**config.mk**
```make
export PLATFORM = sky130hd
export DESIGN_NAME = sdram_cmd_tracker
export DESIGN_NICKNAME = d
export VERILOG_FILES = /design/src/rtl/sdram_cmd_pkg.sv /design/src/rtl/sdram_cmd_decode.sv /design/src/rtl/sdram_bank_track.sv /design/src/rtl/sdram_burst_ctl.sv /design/src/rtl/sdram_dqm_pipe.sv /design/src/rtl/sdram_cmd_tracker.sv
export SDC_FILE = /design/constraint.sdc
export NUM_CORES = 1
export LEC_CHECK = 0
export BUFFER_PORTS_ARGS = -buffer_cell sky130_fd_sc_hd__buf_4
export CORE_MARGIN = 10
export CORE_UTILIZATION = 54
export CTS_BUF_LIST = sky130_fd_sc_hd__clkbuf_8
export CTS_CLUSTER_DIAMETER = 80
export DETAILED_ROUTE_END_ITERATION = 7
export PLACE_DENSITY = 0.82
export SKIP_CTS_REPAIR_TIMING = 1
export SYNTH_ARGS = -nofsm -noshare
export SYNTH_HDL_FRONTEND = slang
export SYNTH_SLANG_ARGS = --single-unit
```
**constraint.sdc**
```tcl
create_clock -name clk -period 1.84 [get_ports clk]
set_input_delay 0.092 -clock clk [delete_from_list [all_inputs] [get_ports clk]]
set_output_delay 0.092 -clock clk [all_outputs]
set_load 0.05 [all_outputs]
```
**src/rtl/sdram_cmd_pkg.sv**
```systemverilog
// Shared command and power-state encodings for the SDRAM command tracker.
// Assumes the active-low strobe truth table {ras_n, cas_n, we_n}.
package sdram_cmd_pkg;
    typedef enum logic [2:0] {
        CMD_LMR = 3'b000,
        CMD_REF = 3'b001,
        CMD_PRE = 3'b010,
        CMD_ACT = 3'b011,
        CMD_WR  = 3'b100,
        CMD_RD  = 3'b101,
        CMD_BST = 3'b110,
        CMD_NOP = 3'b111
    } cmd_e;

    typedef enum logic [1:0] {
        PS_RUN     = 2'd0,
        PS_PRE_PD  = 2'd1,
        PS_ACT_PD  = 2'd2,
        PS_SUSPEND = 2'd3
    } pwr_e;
endpackage

```
**src/rtl/sdram_cmd_decode.sv**
```systemverilog
// Combinational command decoder. A command is valid only when clock enable
// is high and chip select is low; otherwise nothing is decoded.
module sdram_cmd_decode
    import sdram_cmd_pkg::*;
(
    input  logic cke,
    input  logic cs_n,
    input  logic ras_n,
    input  logic cas_n,
    input  logic we_n,
    output cmd_e cmd,
    output logic valid
);
    // Map strobes to the command code and qualify with select and enable
    always_comb begin
        cmd   = cmd_e'({ras_n, cas_n, we_n});
        valid = cke & ~cs_n;
    end
endmodule

```
**src/rtl/sdram_bank_track.sv**
```systemverilog
// Per-bank open/idle state and row storage, plus the illegal-command flag.
// Assumes close requests from the burst controller target a single bank.
module sdram_bank_track
    import sdram_cmd_pkg::*;
#(
    parameter int BA_W  = 2,
    parameter int ROW_W = 12,
    localparam int NBANK = 1 << BA_W
) (
    input  logic                   clk,
    input  logic                   rst_n,
    input  logic                   valid,
    input  cmd_e                   cmd,
    input  logic [BA_W-1:0]        ba,
    input  logic [ROW_W-1:0]       row,
    input  logic                   all_sel,
    input  logic                   close_req,
    input  logic [BA_W-1:0]        close_bank,
    output logic [NBANK-1:0]       bank_open,
    output logic [NBANK*ROW_W-1:0] rows,
    output logic                   sel_open,
    output logic                   err
);
    assign sel_open = bank_open[ba];

    for (genvar b = 0; b < NBANK; b++) begin : g_bank
        // Open, close and row capture for one bank
        always_ff @(posedge clk) begin
            if (!rst_n) begin
                bank_open[b]               <= 1'b0;
                rows[b*ROW_W +: ROW_W]     <= '0;
            end else if (valid && cmd == CMD_PRE && (all_sel || ba == BA_W'(b))) begin
                bank_open[b] <= 1'b0;
            end else if (close_req && close_bank == BA_W'(b)) begin
                bank_open[b] <= 1'b0;
            end else if (valid && cmd == CMD_ACT && ba == BA_W'(b) && !bank_open[b]) begin
                bank_open[b]           <= 1'b1;
                rows[b*ROW_W +: ROW_W] <= row;
            end
        end
    end

    // One-cycle pulse for access to an idle bank or activate of an open one
    always_ff @(posedge clk) begin
        if (!rst_n) err <= 1'b0;
        else        err <= valid && (((cmd == CMD_RD || cmd == CMD_WR) && !sel_open)
                                     || (cmd == CMD_ACT && sel_open));
    end
endmodule

```
**src/rtl/sdram_burst_ctl.sv**
```systemverilog
// Burst counter. Starts on an accepted READ/WRITE, steps once per enabled
// edge, freezes while clock enable is low and requests an auto-precharge
// close on the edge that ends the burst. Assumes BURST_LEN >= 2.
module sdram_burst_ctl #(
    parameter int BURST_LEN = 4,
    parameter int BA_W      = 2,
    localparam int CNT_W    = $clog2(BURST_LEN)
) (
    input  logic             clk,
    input  logic             rst_n,
    input  logic             cke,
    input  logic             start,
    input  logic             start_wr,
    input  logic             start_ap,
    input  logic [BA_W-1:0]  start_bank,
    input  logic             stop,
    output logic             active,
    output logic             is_wr,
    output logic [CNT_W-1:0] cnt,
    output logic             wr_beat,
    output logic             rd_beat,
    output logic             close_req,
    output logic [BA_W-1:0]  close_bank
);
    localparam logic [CNT_W-1:0] LAST = CNT_W'(BURST_LEN - 1);

    logic ap_q;
    logic beat_cont;

    // Beat and close qualification for the current edge
    always_comb begin
        beat_cont  = cke && active && (cnt != LAST) && !stop;
        wr_beat    = (start && start_wr) || (beat_cont && is_wr && !start);
        rd_beat    = (start && !start_wr) || (beat_cont && !is_wr && !start);
        close_req  = cke && active && (cnt == LAST) && ap_q && !start && !stop;
    end

    // Burst state: start, terminate, step or finish
    always_ff @(posedge clk) begin
        if (!rst_n) begin
            active     <= 1'b0;
            is_wr      <= 1'b0;
            ap_q       <= 1'b0;
            cnt        <= '0;
            close_bank <= '0;
        end else if (cke) begin
            if (start) begin
                active     <= 1'b1;
                is_wr      <= start_wr;
                ap_q       <= start_ap;
                cnt        <= '0;
                close_bank <= start_bank;
            end else if (stop || (active && cnt == LAST)) begin
                active <= 1'b0;
                cnt    <= '0;
            end else if (active) begin
                cnt <= cnt + 1'b1;
            end
        end
    end
endmodule

```
**src/rtl/sdram_dqm_pipe.sv**
```systemverilog
// Data-mask paths: write mask registered on the beat edge, read mask
// delayed through two stages. Both read stages hold while clock enable is low.
module sdram_dqm_pipe #(
    parameter int DQM_W = 8
) (
    input  logic             clk,
    input  logic             rst_n,
    input  logic             cke,
    input  logic             wr_beat,
    input  logic             rd_beat,
    input  logic [DQM_W-1:0] dqm,
    output logic [DQM_W-1:0] wr_mask,
    output logic [DQM_W-1:0] rd_hiz
);
    logic [DQM_W-1:0] rd_s1;

    // Capture masks for write beats and shift the read-mask pipeline
    always_ff @(posedge clk) begin
        if (!rst_n) begin
            wr_mask <= '0;
            rd_s1   <= '0;
            rd_hiz  <= '0;
        end else if (cke) begin
            wr_mask <= wr_beat ? dqm : '0;
            rd_s1   <= rd_beat ? dqm : '0;
            rd_hiz  <= rd_s1;
        end else begin
            wr_mask <= '0;
        end
    end
endmodule

```
**src/rtl/sdram_cmd_tracker.sv**
```systemverilog
// Top: decodes sampled SDRAM control inputs, tracks four banks, runs the
// burst counter, the mask pipeline and the low-power classification.
// Assumes a single rank and a fixed burst length.
module sdram_cmd_tracker
    import sdram_cmd_pkg::*;
#(
    parameter int BA_W      = 2,
    parameter int ADDR_W    = 12,
    parameter int COL_W     = 10,
    parameter int AP_BIT    = 10,
    parameter int DQM_W     = 8,
    parameter int BURST_LEN = 4,
    localparam int NBANK    = 1 << BA_W,
    localparam int CNT_W    = $clog2(BURST_LEN)
) (
    input  logic                    clk,
    input  logic                    rst_n,
    input  logic                    cke,
    input  logic                    cs_n,
    input  logic                    ras_n,
    input  logic                    cas_n,
    input  logic                    we_n,
    input  logic [BA_W-1:0]         ba,
    input  logic [ADDR_W-1:0]       addr,
    input  logic [DQM_W-1:0]        dqm,
    output logic [2:0]              cmd_o,
    output logic                    cmd_vld_o,
    output logic [NBANK-1:0]        bank_open_o,
    output logic [NBANK*ADDR_W-1:0] rows_o,
    output logic [COL_W-1:0]        col_o,
    output logic                    auto_pre_o,
    output logic [BA_W-1:0]         rw_bank_o,
    output logic [ADDR_W-1:0]       mode_o,
    output logic                    burst_active_o,
    output logic                    burst_wr_o,
    output logic [CNT_W-1:0]        burst_cnt_o,
    output logic [1:0]              pwr_state_o,
    output logic [DQM_W-1:0]        wr_mask_o,
    output logic [DQM_W-1:0]        rd_hiz_o,
    output logic                    err_o
);
    cmd_e            cmd;
    logic            valid;
    logic            sel_open;
    logic            start;
    logic            wr_beat;
    logic            rd_beat;
    logic            close_req;
    logic [BA_W-1:0] close_bank;

    sdram_cmd_decode u_dec (
        .cke(cke), .cs_n(cs_n), .ras_n(ras_n), .cas_n(cas_n), .we_n(we_n),
        .cmd(cmd), .valid(valid)
    );

    sdram_bank_track #(.BA_W(BA_W), .ROW_W(ADDR_W)) u_banks (
        .clk(clk), .rst_n(rst_n), .valid(valid), .cmd(cmd), .ba(ba),
        .row(addr), .all_sel(addr[AP_BIT]), .close_req(close_req),
        .close_bank(close_bank), .bank_open(bank_open_o), .rows(rows_o),
        .sel_open(sel_open), .err(err_o)
    );

    assign start = valid && (cmd == CMD_RD || cmd == CMD_WR) && sel_open;

    sdram_burst_ctl #(.BURST_LEN(BURST_LEN), .BA_W(BA_W)) u_burst (
        .clk(clk), .rst_n(rst_n), .cke(cke), .start(start),
        .start_wr(cmd == CMD_WR), .start_ap(addr[AP_BIT]), .start_bank(ba),
        .stop(valid && cmd == CMD_BST), .active(burst_active_o),
        .is_wr(burst_wr_o), .cnt(burst_cnt_o), .wr_beat(wr_beat),
        .rd_beat(rd_beat), .close_req(close_req), .close_bank(close_bank)
    );

    sdram_dqm_pipe #(.DQM_W(DQM_W)) u_dqm (
        .clk(clk), .rst_n(rst_n), .cke(cke), .wr_beat(wr_beat),
        .rd_beat(rd_beat), .dqm(dqm), .wr_mask(wr_mask_o), .rd_hiz(rd_hiz_o)
    );

    // Report the decoded command and capture access and mode fields
    always_ff @(posedge clk) begin
        if (!rst_n) begin
            cmd_o      <= 3'b111;
            cmd_vld_o  <= 1'b0;
            col_o      <= '0;
            auto_pre_o <= 1'b0;
            rw_bank_o  <= '0;
            mode_o     <= '0;
        end else begin
            cmd_vld_o <= valid;
            if (valid) cmd_o <= cmd;
            if (start) begin
                col_o      <= addr[COL_W-1:0];
                auto_pre_o <= addr[AP_BIT];
                rw_bank_o  <= ba;
            end
            if (valid && cmd == CMD_LMR) mode_o <= addr;
        end
    end

    // Classify the low-power state from burst and bank status
    always_ff @(posedge clk) begin
        if (!rst_n)              pwr_state_o <= PS_RUN;
        else if (cke)            pwr_state_o <= PS_RUN;
        else if (burst_active_o) pwr_state_o <= PS_SUSPEND;
        else if (|bank_open_o)   pwr_state_o <= PS_ACT_PD;
        else                     pwr_state_o <= PS_PRE_PD;
    end
endmodule

```
==> results.sh, run 1 <==
export IMPL_grtUsageTotal_pct=21.6
export IMPL_async_flop_share_pct=0
export IMPL_grt_overflow_total=0
export IMPL_end_kind="flop"
export IMPL_die_area_sq_um=12900
export IMPL_synth_top_cell_area_share_pct=48.7
export IMPL_worst_path_buf_inv=0
export IMPL_antenna_found_initial=0
export IMPL_drt_iter0_drc=344
export IMPL_placed_area_sq_um=5890
export IMPL_slowest_delay_ns=0.52
export IMPL_drtPass1Iterations=5
export IMPL_routabilityCongestion=0.859
export IMPL_synth_seq_area_share_pct=48.7
export IMPL_synth_top_area_cell="dfxtp_1"
export IMPL_crit_chain="mux4_2, nand3_1, mux2i_4, o21ai_0"
export IMPL_finalHoldViolations=1
export IMPL_diodes=0
export IMPL_synth_area_sq_um=4730
export IMPL_violations="hold timing"
export IMPL_path_class="reg -> reg"
export IMPL_post_drt_wl_per_cell_microns=18.2
export IMPL_start_util_pct=54.8
export IMPL_clk_pin_slew_ns=0.08
export IMPL_multi_input_area_sq_um=2240
export IMPL_fp_dieW_microns=114
export IMPL_grt_max_degree=61
export IMPL_min_period_ns=1.75
export IMPL_port_buffers=132
export IMPL_path_max_fanout=8
export IMPL_cts_tree="yes"
export IMPL_synthTopCellsByCount="dfxtp_1 (115), nand2_1 (77), nand3_1 (52)"
export IMPL_die_height_microns=114
export IMPL_holdWs_ns=-0.000791
export IMPL_fin_crit_sh_pct=94.9
export IMPL_ys_warn_count=0
export IMPL_drv_slew=0
export IMPL_setup_viol=0
export IMPL_synthDistinctLibCells=45
export IMPL_seqCellArea_sq_um=2310
export IMPL_fp_row_count=34
export IMPL_critPathRequiredTime_ns=2.16
export IMPL_vias=4659
export IMPL_drc_errors=0
export IMPL_grt_pass1_vias=4449
export IMPL_detail_route_antenna_nets=0
export IMPL_synth_cells=531
export IMPL_critPathArrivalTime_ns=2.06
export IMPL_status="finished with violations"
export IMPL_cts_root_buf="clkbuf_8"
export IMPL_avgSynthCellArea_sq_um=8.91
export IMPL_cts_sink_count=115
export IMPL_drv_cap=0
export IMPL_fmax_ghz=0.573
export IMPL_postSynthNetCount=561
export IMPL_htreeDepth=4
export IMPL_clk_latency_ns=0.44
export IMPL_viasPerCell=5.74
export IMPL_tightestPinTransition_ns=0.478
export IMPL_ys_top_cells_by_area="dfxtp_1 (49%), a21boi_0 (6.2%), nand2_1 (6.1%), a21boi_1 (6.0%), nand3_1 (5.5%)"
export IMPL_finClkSkew_ns=0.00784
export IMPL_final_area_sq_um=6550
export IMPL_area_growth_pct=38.4
export IMPL_drt_wl_total_microns=14700
export IMPL_synthFlopType="dfxtp_1"
export IMPL_ir_drop_mv=0.584
export IMPL_fillers=624
export IMPL_place_hpwl_microns=10400
export IMPL_nets=720
export IMPL_numCtsBuffers=17
export IMPL_io_pin_count=133
export IMPL_start_kind="flop"
export IMPL_timing_slew_headroom_pct=67.7
export IMPL_synth_seq_cells=115
export IMPL_cp_slowest_cell="mux4_2"
export IMPL_core_sq_um=8640
export IMPL_grt_pass1_wl_microns=22700
export IMPL_layout_drive_gt1_share_pct=30.2
export IMPL_synth_edf_count=0
export IMPL_powerDensity_nw_per_um2=807
export IMPL_path_delay_family="multiplexers"
export IMPL_hold_class="in -> reg"
export IMPL_clock_path_buffers=2
export IMPL_yosysMostFrequentCell="dfxtp_1"
export IMPL_leakage_nw=2.58
[worst min-delay path, delay by kind of cell]
family / cells / cell delay, ns
compound gates: 1 / 0.07
simple gates: 1 / 0.07
buf+inv: 1 / 0.15
[final timing paths]
| check | from | end | slack, ns | cells past startpoint |
|---|---|---|---|---|
| worst min register to register | u_dqm.rd_s1[6]$_SDFFE_PN0P_ | u_dqm.rd_s1[6]$_SDFFE_PN0P_ | 0.46 | 2 |
| worst max register to register | u_banks.bank_open[3]$_SDFFE_PP0P_ | u_dqm.rd_s1[0]$_SDFFE_PN0P_ | 0.09 | 4 |
| worst max-delay path | u_banks.bank_open[3]$_SDFFE_PP0P_ | u_dqm.rd_s1[0]$_SDFFE_PN0P_ | 0.09 | 4 |
| worst min-delay path | ba[0] | rw_bank_o[0]$_SDFFE_PN0P_ | -0.0008 | 3 |
[metrics by stage]
stage | instances | TNS (ns) | util [%] | power, W | worst slack (ns)
finish | 811 | 0 | 75.8 | 0.00528 | 0.0945
global route | 811 | -0.00425 | 75.8 | 0.00544 | -0.00425
CTS | 788 | 0 | 72.9 | 0.00526 | 0.0511
detailed placement | 756 | 0 | 68.2 | 0.00292 | 0.00203
global placement | 756 | 0 | 68.2 | 0.00291 | 0.0720
floorplan | 531 | 0 | - | 0.00276 | 0.0615
[cells by family after synthesis]
group                      share of synthesized area, %
muxes                                              3.44
buffers and inverters                              4.50
and+or+nand+nor                                    21.1
adders and majority gates                         0.265
AOI/OAI and AO/OA                                  22.0
DFF                                                48.7
[state kept, by name, indices dropped and copies added, names as in the netlist, 2 cells and up]
signal and cells:
cmd_o 3, col_o 10, mode_o 12, pwr_state_o 2, rw_bank_o 2, u_banks.bank_open 4, u_banks.rows 48, u_burst.close_bank 2
u_burst.cnt 2, u_dqm.rd_hiz 8, u_dqm.rd_s1 8, u_dqm.wr_mask 8
[layout make-up]
| class | count | area share (%) |
|---|---|---|
| repair buffers | 182 | 22.1 |
| multi-input cells | 370 | 34.2 |
| flip-flops and latches | 115 | 35.3 |
| clock inverters | 15 | 2.58 |
| well taps | 108 | 2.06 |
| clock buffers | 17 | 3.57 |
| inverters | 4 | 0.229 |
[cells in the final DEF, fill, tap and decap left out, types with 2 or more instances in the layout]
master,netlist,final
nand2_1,77,77
a211o_1,2,2
clkbuf_8,0,17
and3_1,3,3
inv_1,4,4
nor4_1,4,4
o2bb2ai_1,2,2
o21ai_0,33,33
bufinv_16,0,2
o21ai_1,30,30
nand3_1,52,52
dlygate4sd3_1,0,23
o211a_1,2,2
nor2b_1,16,16
nand2b_1,3,3
a2bb2oi_1,2,2
a21oi_1,6,6
o211ai_1,2,2
and2_1,4,4
clkinvlp_4,0,4
dfxtp_1,115,108
inv_6,0,7
dfxtp_2,0,7
buf_4,1,156
or4_4,3,3
clkinv_4,0,2
mux2i_1,14,12
a21boi_1,38,38
a21boi_0,39,39
nor3_1,3,3
nor3b_1,3,3
nor4_2,3,3
and4bb_2,2,2
buf_6,3,2
nor2_1,12,12
[metal layers]
layer	part of all wire (%)	track usage (%)	vias to the layer above
met1	38	25.1	2181
met2	48	35.1	252
li1	-	-	2184
met5	0	0	-
met4	2.8	9.22	0
met3	11	7.93	42
[report_power, final]
group	switching, W	leakage, nW	internal (W)	total [W]
clock	0.00114	0.191	0.00123	0.00238
sequential	0.00000892	0.931	0.00250	0.00251
combinational	0.000225	1.46	0.000169	0.000394
Power figures use the tool's default switching activity.
==> run 2, diff against run 1 <==
- CORE_UTILIZATION: 54 -> 50
- PLACE_DENSITY: 0.82 -> 0.77
==> run 2 against run 1 <==
Effect of this change:
- the flow now finishes without violations
- clock skew grew 0.0061 ns
- first-iteration DRC count shrank 16%
- routed wire length shrank 0.66%
- clock-buffer cell count grew 1
==> results.sh, run 2 (synthesis results as in run 1) <==
export IMPL_fin_cells=830
export IMPL_crit_chain="dlygate4sd3_1, buf_4, nand2_1, buf_4, or4_4, o21ai_0, a21boi_0"
export IMPL_fillers=704
export IMPL_crit_path_frequent_cell="buf_4"
export IMPL_fmax_ghz=0.587
export IMPL_timing_slew_headroom_pct=67.4
export IMPL_layout_common_cells="buf_4 (157), dfxtp_1 (108), nand2_1 (77)"
export IMPL_final_common_cell="buf_4"
export IMPL_grt_pass1_wl_microns=22700
export IMPL_powerDensity_nw_per_um2=812
export IMPL_layout_drive_gt1_share_pct=30.2
export IMPL_reg_top3="u_banks.rows x48, mode_o x12, col_o x10"
export IMPL_drtPass1Iterations=5
export IMPL_routabilityCongestion=0.825
export IMPL_critPathArrivalTime_ns=2.01
export IMPL_worstHoldPathCells=3
export IMPL_path_class="in -> reg"
export IMPL_grt_pass1_vias=4331
export IMPL_core_sq_um=9240
export IMPL_drv_slew=0
export IMPL_fp_dieW_microns=117
export IMPL_place_inst=776
export IMPL_start_util_pct=51.2
export IMPL_diodes=0
export IMPL_clock_path_buffers=2
export IMPL_largest_register="u_banks.rows"
export IMPL_cts_sink_count=115
export IMPL_viasPerCell=5.49
export IMPL_leakage_nw=2.57
export IMPL_htreeDepth=4
export IMPL_tns_ns=0
export IMPL_tightestPinTransition_ns=0.484
export IMPL_cp_depth=7
export IMPL_place_hpwl_microns=10100
export IMPL_path_max_fanout=12
export IMPL_path_delay_family="buffers and inverters"
export IMPL_rsz0062_at_grt="false"
export IMPL_cts_tree="yes"
export IMPL_antenna_found_initial=0
export IMPL_die_height_microns=117
export IMPL_vias=4558
export IMPL_clk_latency_ns=0.43
export IMPL_die_area_sq_um=13700
export IMPL_setup_viol=0
export IMPL_finalHoldViolations=0
export IMPL_fin_ws_ns=0.137
export IMPL_min_period_ns=1.70
export IMPL_drt_iter0_drc=290
export IMPL_detail_route_antenna_nets=0
export IMPL_drt_wl_total_microns=14600
export IMPL_clk_pin_slew_ns=0.07
export IMPL_largest_reg_flops=48
export IMPL_grt_max_degree=55
export IMPL_end_kind="flop"
export IMPL_dp_slack_ns=-0.0184
export IMPL_drv_cap=0
export IMPL_port_buffers=132
export IMPL_post_drt_wl_per_cell_microns=17.6
export IMPL_reg2reg_depth=6
export IMPL_hold_class="in -> reg"
export IMPL_nets=718
export IMPL_cts_root_buf="clkbuf_8"
export IMPL_cp_slowest_cell="or4_4"
export IMPL_fp_row_count=35
export IMPL_grt_overflow_total=0
export IMPL_finClkSkew_ns=0.0139
export IMPL_worst_path_buf_inv=3
export IMPL_critPathRequiredTime_ns=2.15
export IMPL_grtUsageTotal_pct=21.0
export IMPL_io_pin_count=133
export IMPL_status="finished, final reports clean"
export IMPL_fin_crit_sh_pct=92.6
export IMPL_start_kind="input pin"
export IMPL_area_growth_pct=38.7
export IMPL_numCtsBuffers=17
export IMPL_slowest_delay_ns=0.62
export IMPL_ir_drop_mv=0.547
export IMPL_drc_errors=0
## run 2: cell types whose count changed in the layout (fill, tap and decap cells not counted), sizes merged
cell,before,now
inv,11,5
clkinv,2,5
buf,159,158
bufinv,2,3
clkbuf,17,18
clkinvlp,4,5
dlygate4sd3,23,22
## run 2: worst reg2reg max path, delay by kind of cell, from the launching register on
| family | cells | cell delay [ns] |
|---|---|---|
| buffers and inverters | 1 | 0.22 |
| AND/OR/NAND/NOR | 1 | 0.22 |
| AO/OA/AOI/OAI | 3 | 0.55 |
| flip-flops | 1 | 0.36 |
| adder cells (fa/ha/maj) | 1 | 0.26 |
## run 2: per-layer routing
layer / part of all wire, % / GRT usage [%] / up-vias / wire length [microns]
met1: 42 / 26.8 / 2151 / 6100
met3: 10 / 7.34 / 24 / 1490
met4: 1.5 / 5.93 / 0 / 216
li1: - / - / 2174 / -
met2: 47 / 32.8 / 209 / 6820
met5: 0 / 0 / - / 0
## run 2: path summary, 6_finish.rpt
check	from	endpoint	slack, ns
worst max-delay path	cas_n	u_banks.rows[25]$_SDFFE_PN0P_	0.14
worst min-delay path	ba[1]	rw_bank_o[1]$_SDFFE_PN0P_	0.01
worst max register to register	u_burst.cnt[0]$_SDFFE_PN0P_	u_banks.rows[36]$_SDFFE_PN0P_	0.17
worst min register to register	u_dqm.rd_s1[7]$_SDFFE_PN0P_	u_dqm.rd_s1[7]$_SDFFE_PN0P_	0.46
## run 2: layout make-up
cell class              count  area [sq um]  share of cell area [%]
clock buffers              18           248                    3.78
repair buffers            180          1420                    21.6
well taps                 129           161                    2.46
multi-input cells         370          2240                    34.2
inverters                   4          15.0                   0.229
clock inverters            14           164                    2.50
flip-flops and latches    115          2310                    35.2
## run 2: power breakdown
| part | switching, W | internal, W |
|---|---|---|
| Sequential | 0.00000870 | 0.00250 |
| Clock | 0.00106 | 0.00136 |
| Combinational | 0.000224 | 0.000164 |
## run 2: metrics by stage
step	power (W)	hold WS, ns	util [%]	instance area (sq um)
after floorplan	0.00276	0.164	-	4750
after global placement	0.00291	0.329	63.9	5910
after detailed placement	0.00291	0.336	63.9	5910
after CTS	0.00530	-0.121	68.4	6320
after global routing	0.00548	0.00629	71.0	6560
final	0.00532	0.0142	71.0	6560
==> run 3, diff against run 2 <==
--- a/config.mk
+++ b/config.mk
@@ -14,2 +14,3 @@
 export PLACE_DENSITY = 0.77
+export REMOVE_ABC_BUFFERS = 1
 export SKIP_CTS_REPAIR_TIMING = 1
==> constraint.sdc (replaced) <==
create_clock -name clk -period 1.84 [get_ports clk]
set_input_delay 0.368 -clock clk [delete_from_list [all_inputs] [get_ports clk]]
set_output_delay 0.368 -clock clk [all_outputs]
set_load 0.05 [all_outputs]
==> run 3 against run 2 <==
Effect of this change:
- routed wire length decreased by 2.4%
- critical path type is now reg -> reg
- clock-buffer cell count increased by 2
- combinational power decreased by 7.7%
- highest routed layer unchanged
==> results.sh, run 3 (synthesis results as in run 1) <==
export IMPL_status="finished, final reports clean"
export IMPL_powerDensity_nw_per_um2=799
export IMPL_io_pin_count=133
export IMPL_die_height_microns=117
export IMPL_crit_chain="ha_2, nand4b_1, a211oi_1, buf_4, o21ai_0, a21boi_0"
export IMPL_nets=709
export IMPL_rsz0062_at_grt="false"
export IMPL_drt_iter0_drc=263
export IMPL_drtPass1Iterations=5
export IMPL_port_buffers=132
export IMPL_layout_common_cells="buf_4 (171), dfxtp_1 (115), nand2_1 (77)"
export IMPL_numCtsBuffers=17
export IMPL_reg_top3="u_banks.rows x48, mode_o x12, col_o x10"
export IMPL_vias=4475
export IMPL_grt_max_degree=43
export IMPL_start_util_pct=51.2
export IMPL_cts_root_buf="clkbuf_8"
export IMPL_p_total_w=0.00509
export IMPL_largest_reg_flops=48
export IMPL_final_common_cell="buf_4"
export IMPL_fp_row_count=35
export IMPL_path_class="reg -> reg"
export IMPL_largest_register="u_banks.rows"
export IMPL_hold_class="in -> reg"
export IMPL_path_delay_family="compound AO/OA/AOI/OAI gates"
export IMPL_clock_path_buffers=2
export IMPL_setup_viol=0
export IMPL_htreeDepth=4
export IMPL_clk_latency_ns=0.43
export IMPL_fin_crit_sh_pct=91.8
export IMPL_drv_cap=0
export IMPL_tns_ns=0
export IMPL_ir_drop_mv=0.455
export IMPL_routabilityCongestion=0.841
export IMPL_diodes=0
export IMPL_fin_cells=821
export IMPL_path_max_fanout=12
export IMPL_critPathArrivalTime_ns=2.04
export IMPL_seqCellArea_sq_um=2300
export IMPL_finalHoldViolations=0
export IMPL_cts_tree="yes"
export IMPL_viasPerCell=5.45
export IMPL_layout_drive_gt1_share_pct=31.2
export IMPL_multi_input_area_sq_um=2230
export IMPL_fp_dieW_microns=117
export IMPL_grt_pass1_vias=4484
export IMPL_core_sq_um=9240
export IMPL_start_kind="flop"
export IMPL_final_area_sq_um=6380
export IMPL_drc_errors=0
export IMPL_timing_slew_headroom_pct=68.0
export IMPL_min_period_ns=1.69
export IMPL_slowest_delay_ns=0.37
export IMPL_placed_area_sq_um=5980
export IMPL_grtUsageTotal_pct=20.7
export IMPL_finClkSkew_ns=0.0125
export IMPL_worst_path_buf_inv=1
export IMPL_cts_sink_count=115
export IMPL_area_growth_pct=34.8
export IMPL_grt_pass1_wl_microns=22300
export IMPL_place_hpwl_microns=10600
export IMPL_critPathRequiredTime_ns=2.20
export IMPL_fillers=726
export IMPL_die_area_sq_um=13700
export IMPL_drt_wl_total_microns=14300
export IMPL_leakage_nw=2.53
export IMPL_antenna_found_initial=0
export IMPL_fmax_ghz=0.592
export IMPL_drv_slew=0
export IMPL_grt_overflow_total=0
export IMPL_post_drt_wl_per_cell_microns=17.4
export IMPL_place_inst=789
export IMPL_cp_slowest_cell="dfxtp_1"
export IMPL_detail_route_antenna_nets=0
export IMPL_clk_pin_slew_ns=0.07
export IMPL_end_kind="flop"
export IMPL_tightestPinTransition_ns=0.470
run 3: changes by cell type in the layout (fill, tap and decap cells not counted), sizes merged:
cell         previous run  this run
dlygate4sd3            22         0
buf                   158       171
bufinv                  3         1
clkbuf                 18        20
clkinv                  5         4
inv                     5         6
run 3: path summary, 6_finish.rpt:
kind | start | endpoint | slack (ns) | cells after the start
min reg2reg | u_dqm.rd_s1[4]$_SDFFE_PN0P_ | u_dqm.rd_s1[4]$_SDFFE_PN0P_ | 0.45 | 2
max | u_burst.cnt[1]$_SDFFE_PN0P_ | u_banks.rows[12]$_SDFFE_PN0P_ | 0.15 | 6
min | dqm[1] | u_dqm.wr_mask[1]$_SDFF_PN0_ | 0.17 | 3
max reg2reg | u_burst.cnt[1]$_SDFFE_PN0P_ | u_banks.rows[12]$_SDFFE_PN0P_ | 0.15 | 6
run 3: final cells by class:
| type | count | share of cell area [%] |
|---|---|---|
| clock inverters | 12 | 1.69 |
| flip-flops and latches | 115 | 36.1 |
| repair buffers | 171 | 20.1 |
| multi-input cells | 370 | 35.0 |
| clock buffers | 20 | 4.32 |
| inverters | 4 | 0.235 |
| well taps | 129 | 2.53 |
run 3: worst min-delay path, stage by stage:
cell     delay, ns
buf_4         0.08
nand2_1       0.05
nor2_1        0.08
run 3: stage by stage:
stage	setup WS [ns]	hold WS [ns]	utilization, %
after global routing	0.00547	0.173	69.0
final	0.152	0.172	69.0
after detailed placement	-0.222	0.443	64.7
after floorplan	-0.488	0.425	-
after CTS	-0.0257	0.151	68.8
after global placement	-0.194	0.436	64.7
run 3: metal layers:
| layer | GRT usage, % | share of wire [%] | up-vias |
|---|---|---|---|
| met4 | 7.99 | 2.0 | 0 |
| met3 | 8.10 | 11 | 32 |
| met2 | 33.3 | 47 | 188 |
| li1 | - | - | 2160 |
| met5 | 0 | 0 | - |
| met1 | 24.2 | 40 | 2095 |
run 3: where the power goes:
group | leakage (nW) | switching [W] | internal (W)
clock | 0.185 | 0.00105 | 0.00117
combinational | 1.42 | 0.000216 | 0.000142
sequential | 0.927 | 0.00000814 | 0.00250
total | 2.53 | 0.00128 | 0.00382
